## src/rtl/bgs_pkg.sv

```systemverilog
package bgs_pkg;
    typedef enum logic [2:0] {
        ST_LS_ON   = 3'd0,
        ST_DT_LH   = 3'd1,
        ST_HS_ON   = 3'd2,
        ST_DT_HL   = 3'd3,
        ST_MIN_OFF = 3'd4
    } seq_state_e;

    typedef struct packed {
        logic hs;
        logic ls;
        logic rd;
    } gate_cmd_t;

    localparam int GATE_CNT = 2;
    localparam int GATE_HS  = 0;
    localparam int GATE_LS  = 1;
endpackage

```

## src/rtl/bgs_clk_edge.sv

```systemverilog
module bgs_clk_edge #(
    parameter logic IDLE_LEVEL = 1'b1
) (
    input  logic clk,
    input  logic rst_n,
    input  logic pclk,
    output logic fall
);
    logic prev_q;

    always_ff @(posedge clk) begin
        if (!rst_n) prev_q <= IDLE_LEVEL;
        else        prev_q <= pclk;
    end

    assign fall = prev_q & ~pclk;
endmodule

```

## src/rtl/bgs_nonoverlap.sv

```systemverilog
module bgs_nonoverlap (
    input  logic clk,
    input  logic rst_n,
    input  logic gate_en,
    input  logic sensed_low,
    output logic low_ok
);
    logic cap_q;

    always_ff @(posedge clk) begin
        if (!rst_n)       cap_q <= 1'b0;
        else if (gate_en) cap_q <= 1'b0;
        else if (sensed_low) cap_q <= 1'b1;
    end

    assign low_ok = cap_q;


    hold_until_enable_chk: assert property (@(posedge clk) disable iff (!rst_n)
        (cap_q && !gate_en) |=> cap_q);
endmodule

```

## src/rtl/bgs_fsm.sv

```systemverilog
module bgs_fsm
    import bgs_pkg::*;
(
    input  logic      clk,
    input  logic      rst_n,
    input  logic      clk_fall,
    input  logic      ramp_above,
    input  logic      ramp_near,
    input  logic      hs_ok,
    input  logic      ls_ok,
    output gate_cmd_t cmd
);
    seq_state_e state_q, state_d;

    always_ff @(posedge clk) begin
        if (!rst_n) state_q <= ST_LS_ON;
        else        state_q <= state_d;
    end

    always_comb begin
        state_d = state_q;
        unique case (state_q)
            ST_LS_ON:   if (clk_fall && !ramp_above) state_d = ST_DT_LH;
            ST_DT_LH:   if (ramp_above)              state_d = ST_DT_HL;
                        else if (ls_ok)              state_d = ST_HS_ON;
            ST_HS_ON:   if (ramp_above)              state_d = ST_DT_HL;
                        else if (clk_fall)           state_d = ST_MIN_OFF;
            ST_DT_HL:   if (hs_ok)                   state_d = ST_LS_ON;
            ST_MIN_OFF: if (ramp_above)              state_d = ST_DT_HL;
                        else if (ramp_near)          state_d = ST_DT_LH;
            default:                                 state_d = ST_LS_ON;
        endcase
    end

    always_comb begin
        cmd = '{hs: 1'b0, ls: 1'b0, rd: 1'b1};
        unique case (state_q)
            ST_LS_ON:   cmd = '{hs: 1'b0, ls: 1'b1, rd: 1'b1};
            ST_DT_LH:   cmd = '{hs: 1'b0, ls: 1'b0, rd: 1'b0};
            ST_HS_ON:   cmd = '{hs: 1'b1, ls: 1'b0, rd: 1'b0};
            ST_DT_HL:   cmd = '{hs: 1'b0, ls: 1'b0, rd: 1'b1};
            ST_MIN_OFF: cmd = '{hs: 1'b0, ls: 1'b0, rd: 1'b1};
            default:    cmd = '{hs: 1'b0, ls: 1'b0, rd: 1'b1};
        endcase
    end


    hs_after_ls_low_chk: assert property (@(posedge clk) disable iff (!rst_n)
        (state_q == ST_HS_ON && $past(state_q) != ST_HS_ON) |-> $past(ls_ok));

    ls_after_hs_low_chk: assert property (@(posedge clk) disable iff (!rst_n)
        (state_q == ST_LS_ON && $past(state_q) == ST_DT_HL) |-> $past(hs_ok));

    reset_dominant_chk: assert property (@(posedge clk) disable iff (!rst_n)
        (state_q == ST_LS_ON && clk_fall && ramp_above) |=> state_q == ST_LS_ON);

    min_off_hold_chk: assert property (@(posedge clk) disable iff (!rst_n)
        (state_q == ST_MIN_OFF && !ramp_near) |=>
        (state_q == ST_MIN_OFF || state_q == ST_DT_HL));
endmodule

```

## src/rtl/bgs_override.sv

```systemverilog
module bgs_override
    import bgs_pkg::*;
(
    input  gate_cmd_t pwm_cmd,
    input  logic      dbg,
    input  logic      ovp,
    input  logic      sr_blk,
    input  logic      brake,
    output gate_cmd_t out_cmd
);
    always_comb begin
        out_cmd = pwm_cmd;
        if (dbg) begin
            out_cmd.hs = 1'b0;
            out_cmd.ls = 1'b0;
        end else if (ovp) begin
            out_cmd.hs = 1'b0;
            out_cmd.ls = 1'b1;
        end else if (sr_blk || brake) begin
            out_cmd.ls = 1'b0;
        end
    end
endmodule

```

## src/rtl/buck_gate_seq.sv

```systemverilog
module buck_gate_seq
    import bgs_pkg::*;
(
    input  logic clk,
    input  logic rst_n,
    input  logic pwm_clk,
    input  logic ramp_above_ea,
    input  logic ea_below_share,
    input  logic ramp_near_ref,
    input  logic hs_low_sense,
    input  logic ls_low_sense,
    input  logic ovp_flag,
    input  logic debug_mode,
    input  logic sr_block,
    output logic hs_en,
    output logic ls_en,
    output logic ramp_dis
);
    logic      clk_fall;
    gate_cmd_t pwm_cmd, drv_cmd;
    logic [GATE_CNT-1:0] gate_en_v, sense_v, ok_v;

    bgs_clk_edge #(.IDLE_LEVEL(1'b1)) u_edge (
        .clk(clk), .rst_n(rst_n), .pclk(pwm_clk), .fall(clk_fall)
    );

    assign gate_en_v[GATE_HS] = drv_cmd.hs;
    assign gate_en_v[GATE_LS] = drv_cmd.ls;
    assign sense_v[GATE_HS]   = hs_low_sense;
    assign sense_v[GATE_LS]   = ls_low_sense;

    for (genvar g = 0; g < GATE_CNT; g++) begin : g_nol
        bgs_nonoverlap u_nol (
            .clk(clk), .rst_n(rst_n), .gate_en(gate_en_v[g]),
            .sensed_low(sense_v[g]), .low_ok(ok_v[g])
        );
    end

    bgs_fsm u_fsm (
        .clk(clk), .rst_n(rst_n), .clk_fall(clk_fall),
        .ramp_above(ramp_above_ea), .ramp_near(ramp_near_ref),
        .hs_ok(ok_v[GATE_HS]), .ls_ok(ok_v[GATE_LS]), .cmd(pwm_cmd)
    );

    bgs_override u_ovr (
        .pwm_cmd(pwm_cmd), .dbg(debug_mode), .ovp(ovp_flag),
        .sr_blk(sr_block), .brake(ea_below_share), .out_cmd(drv_cmd)
    );

    assign hs_en    = drv_cmd.hs;
    assign ls_en    = drv_cmd.ls;
    assign ramp_dis = drv_cmd.rd;


    no_shoot_through_chk: assert property (@(posedge clk) disable iff (!rst_n)
        !(hs_en && ls_en));

    ovp_crowbar_chk: assert property (@(posedge clk) disable iff (!rst_n)
        (ovp_flag && !debug_mode) |-> (ls_en && !hs_en));

    debug_isolate_chk: assert property (@(posedge clk) disable iff (!rst_n)
        debug_mode |-> (!hs_en && !ls_en));
endmodule

```

## config.mk

```make
export PLATFORM = sky130hd
export DESIGN_NAME = buck_gate_seq
export DESIGN_NICKNAME = d
export VERILOG_FILES = /design/src/rtl/bgs_pkg.sv /design/src/rtl/bgs_clk_edge.sv /design/src/rtl/bgs_nonoverlap.sv /design/src/rtl/bgs_fsm.sv /design/src/rtl/bgs_override.sv /design/src/rtl/buck_gate_seq.sv
export SDC_FILE = /design/constraint.sdc
export NUM_CORES = 1
export LEC_CHECK = 0
export ABC_AREA = 1
export BUFFER_PORTS_ARGS = -buffer_cell sky130_fd_sc_hd__buf_4
export CAP_MARGIN = 15
export CORE_AREA = 2 2 39 41
export CTS_BUF_LIST = sky130_fd_sc_hd__clkbuf_8 sky130_fd_sc_hd__clkbuf_16
export DETAILED_ROUTE_END_ITERATION = 8
export DIE_AREA = 0 0 41 43
export PLACE_DENSITY = 0.51
export SYNTH_ARGS = -nofsm -noshare
export SYNTH_HDL_FRONTEND = slang
export SYNTH_HIERARCHICAL = 1
export SYNTH_SLANG_ARGS = --single-unit
```

## constraint.sdc

```tcl
create_clock -name clk -period 2.4 [get_ports clk]
set_input_delay 0.48 -clock clk [delete_from_list [all_inputs] [get_ports clk]]
set_output_delay 0.48 -clock clk [all_outputs]
set_load 0.01 [all_outputs]
```

# After elaboration in Yosys (flattened, before gate mapping)

Index checks and enable logic that the tools add are counted.

RAM bits: 0
Output and inout bits: 3
Latch bits: 0
Memory bits (read-only): 0
Flip-flop bits (word level): 6
Word-level logic and storage cells: 37
Memories kept: 0

Add/subtract/negate cells: 0
Bitwise logic cells: 3
Reductions and logical operators: 7
Divide/modulo/power cells: 0
$mul: 0
Equality and inequality tests: 9
Order comparisons: 0
Shift-type cells: 0
Muxes and demuxes: 14

Operator list:

| kind               | count |
|---|---|
| $mux 3             | 8 |
| $pmux 3 s5         | 1 |
| $pmux 3 s3         | 1 |
| $eq 3x2->1 const B | 2 |
| $ne 3x3->1 const B | 2 |
| $reduce_and 5->1   | 1 |
| $reduce_or 2->1    | 2 |
| $eq 3x1->1 const B | 1 |
| $eq 3x3->1 const B | 1 |
| $logic_not 3->1    | 1 |
| $mux 1             | 3 |
| $ne 3x2->1 const B | 1 |
| $mux 2             | 1 |
| $ne 2x1->1 const B | 1 |
| $ne 2x2->1 const B | 1 |
| $not 1->1          | 2 |
| $and 1x1->1        | 1 |
| $logic_and 1x1->1  | 1 |
| $logic_not 1->1    | 1 |
| $logic_or 1x1->1   | 1 |

# Depth between registers and ports, before layout

Depth in word-level cells: 6
Mapped depth: 10
Mapped depth without buffers: 10

# By module

Netlist, hierarchy kept.

Modules (own cells, without submodules):

| module         | cells an instance | area an instance (um2) | instances |
|---|---|---|---|
| bgs_fsm        | 47                | 260.2                  | 1 |
| bgs_nonoverlap | 5                 | 35.0                   | 2 |
| bgs_clk_edge   | 5                 | 35.0                   | 1 |
| bgs_override   | 7                 | 35.0                   | 1 |

# Least setup slack after synthesis

OpenSTA, ideal clock, no wires.

Path kind: register to output
Start: register u_fsm.state_q[1]
End: output ls_en
Path buffers: 0
Arrival time: 0.881 ns
Setup slack: 1.039 ns
Data required time: 1.920 ns
Stages on the path, launching flop included: 6
Cell sequence: dfxtp_1 nor2_1 inv_1 nor2_1 nand2_1 a21oi_2

RTL lines:

| element                | line                | RTL |
|---|---|---|
| from (decl)            | bgs_fsm.sv:13       | `seq_state_e state_q, state_d;` |
| from (signal assigned) | bgs_fsm.sv:17       | `else state_q <= state_d;` |
| to (decl)              | buck_gate_seq.sv:16 | `output logic ls_en,` |

==> metrics.cfg <==
[worst_setup_path]
cp.arrival_ps = 1300
critical_path_fanouts_max = 4
crit_path_cell_trace = nor2_1 > inv_1 > nor2_1 > nand2_1 > a21oi_2 > buf_4
timing.critical_path.to_type = output pin
path_common_cell = sky130_fd_sc_hd__nor2_1
critPathKind = reg2out
slowest_delay_ps = 330
critPathLaunchType = register
cpMaxStageDelayCell = sky130_fd_sc_hd__dfxtp_1
data_required_critical_path_ps = 1920

[routing]
drtPass1Iterations = 4
drt-vias-per-instance = 4.19
detailed_router_s_first_iteration_violation_count = 5
drtAntennaViolNets = 0
post_drt_wl_per_cell_um = 8.10
route.detailed.drc = 0
postRouteWirelength_um = 810
route.vias.total = 419

[placed_design]
place.gp.congestion = 0.780
dpl.hpwl_um = 689
portBuffers = 13

[clocking]
cts_inserted_buffers = 3
cts_hold_repair.buffers = 0
tritoncts = done
cts_root_cell = sky130_fd_sc_hd__clkbuf_8
cts_max_level = 1
clkTransAtPathRegs_ps = 30
numClockSinks = 6
clock_latency_late_sink_ps = 220
postCtsSetupBuffers = 0
clock_path_buffers = 2
post_cts_resize_count = 0

[yosys]
synth_seq_cells = 6
seq_area_frac_synth = 0.300
synth_area_um2 = 400
postSynthAreaPerCell_um2 = 5.80
synthDistinctLibCells = 16
syn-num-nets = 80
postSynthCellCount = 69
yosysWarningCount = 6

[floorplan]
die_w_um = 41
core-area_um2 = 1380
die-area_um2 = 1760
initial_utilization = 0.289
top_level_ports = 14
std_cell_rows = 14
die_h_um = 43

[finish]
post_route_cells_drive_above_1_share = 0.274
nFillCells = 154
multi_input_comb_area_um2 = 216
synthToLayoutAreaGrowth_pct = 37.8
seqCellArea_um2 = 120
ant_diodes = 0
layout.core_utilization = 0.399
net_count_final = 97

[sta]
timing.setup.tns_ps = 0
clock-skew-final_ps = 3.41
finalSetupViolCount = 0
period_needed_ps = 1780
setup_repair_after_global_routing_missed_its_margin = no
peak_freq_ghz = 0.561
slew_headroom = 0.818
max_slew.worst_pin.slew_ps = 272
hold-worst-slack_ps = 451
max_slew_violation_total_from_the_final_report = 0
timing_hold_violations_final = 0
timing.final.crit_share = 0.742

[global_routing]
antenna_violations_before_repair = 0
grt.overflow.total = 0
global_route_wire_length_before_repair_um = 1370
largest_net_degree_at_the_start_of_global_routing = 7
global_route.usage.total = 0.119
first_global_vias = 375

[min_path]
hold_path.class = in2reg

[status]
status = finished, final reports clean

[power]
pwr_density_cell_nw_per_um2 = 1020
fin_total_pwr_uw = 561
power.leakage_uw = 0.000303
max-vdd-ir-drop_uv = 603

[run]
timing.max_cap.violations = 0

[cell usage after synthesis]
master / n / area [um2]
sky130_fd_sc_hd__buf_4: 1 / 7.51
sky130_fd_sc_hd__o31ai_1: 1 / 7.51
sky130_fd_sc_hd__nor2_1: 17 / 63.8
sky130_fd_sc_hd__inv_1: 12 / 45.0
sky130_fd_sc_hd__inv_2: 2 / 7.51
sky130_fd_sc_hd__o211ai_1: 1 / 7.51
sky130_fd_sc_hd__clkinv_1: 1 / 3.75
sky130_fd_sc_hd__a21boi_1: 1 / 7.51
sky130_fd_sc_hd__nand3_1: 6 / 30.0
sky130_fd_sc_hd__nand3_2: 1 / 10.0
sky130_fd_sc_hd__nor2_2: 2 / 12.5
sky130_fd_sc_hd__or2_1: 1 / 6.26
sky130_fd_sc_hd__a21oi_2: 1 / 8.76
sky130_fd_sc_hd__nand2_1: 15 / 56.3
sky130_fd_sc_hd__nand2_2: 1 / 6.26
sky130_fd_sc_hd__dfxtp_1: 6 / 120
[power breakdown]
group | switching [uW] | internal (uW) | leakage, uW | total, uW
clock network | 39.2 | 107 | 0.0000216 | 147
registers | 18.2 | 123 | 0.0000497 | 141
logic | 164 | 109 | 0.000232 | 273
total | 221 | 340 | 0.000303 | 561
[flip-flops by register name (all words and copies together) (netlist names)]
name,flops
u_fsm/state_q,3
g_nol.u_nol/low_ok,2
u_edge/prev_q,1
[critical path, delay by kind of cell (launching register included)]
family / cells / cell delay (ps)
DFF: 1 / 330
buffers and inverters: 2 / 230
AOI/OAI and AO/OA: 1 / 140
and+or+nand+nor: 3 / 390
[cell usage in the layout, fill, tap and decap left out, drive strengths merged]
| cell type | instances |
|---|---|
| o31ai | 1 |
| a21oi | 1 |
| nand2 | 16 |
| buf | 13 |
| nand3 | 7 |
| or2 | 1 |
| dfxtp | 6 |
| clkbuf | 3 |
| clkinv | 1 |
| nor2 | 19 |
| inv | 14 |
| o211ai | 1 |
| a21boi | 1 |
[layer usage]
layer  track usage  part of all wire  vias up
li1              -                 -      236
met1         0.152              0.50      176
met2         0.166              0.46        7
met3        0.0471             0.042        0
met4        0.0600                 0        0
met5             0                 0        -
[final timing paths]
check | from | end | slack (ps) | cells past startpoint
max | u_fsm/state_q[1] | ls_en | 620 | 6
min | pwm_clk | u_edge/prev_q | 450 | 3
max reg2reg | u_fsm/state_q[1] | g_nol[1].u_nol/low_ok | 1210 | 8
min reg2reg | g_nol[0].u_nol/low_ok | g_nol[0].u_nol/low_ok | 480 | 2
[per-stage QoR]
| stage | worst slack (ps) | instances | instance area [um2] |
|---|---|---|---|
| 6_report | 618 | 100 | 552 |
| 5_1_grt | 532 | 100 | 552 |
| 4_1_cts | 620 | 100 | 552 |
| 3_5_place_dp | 870 | 97 | 510 |
| 3_3_place_gp | 880 | 97 | 510 |
| 2_1_floorplan | 1040 | 69 | 400 |
[layout make-up]
type / count / share of cell area
clock buffer: 3 / 0.0748
inverter: 15 / 0.102
multi-input combinational: 47 / 0.392
sequential: 6 / 0.218
tap: 16 / 0.0363
timing repair buffer: 13 / 0.177
[logic make-up (layout without fill, tap and decap cells)]
group,after synthesis,in the layout,share of synthesized area
flip-flops,6,6,0.300
buffers and inverters,16,31,0.159
AND/OR/NAND/NOR,43,43,0.463
AO/OA/AOI/OAI,4,4,0.0781
Power figures use the tool's default switching activity.
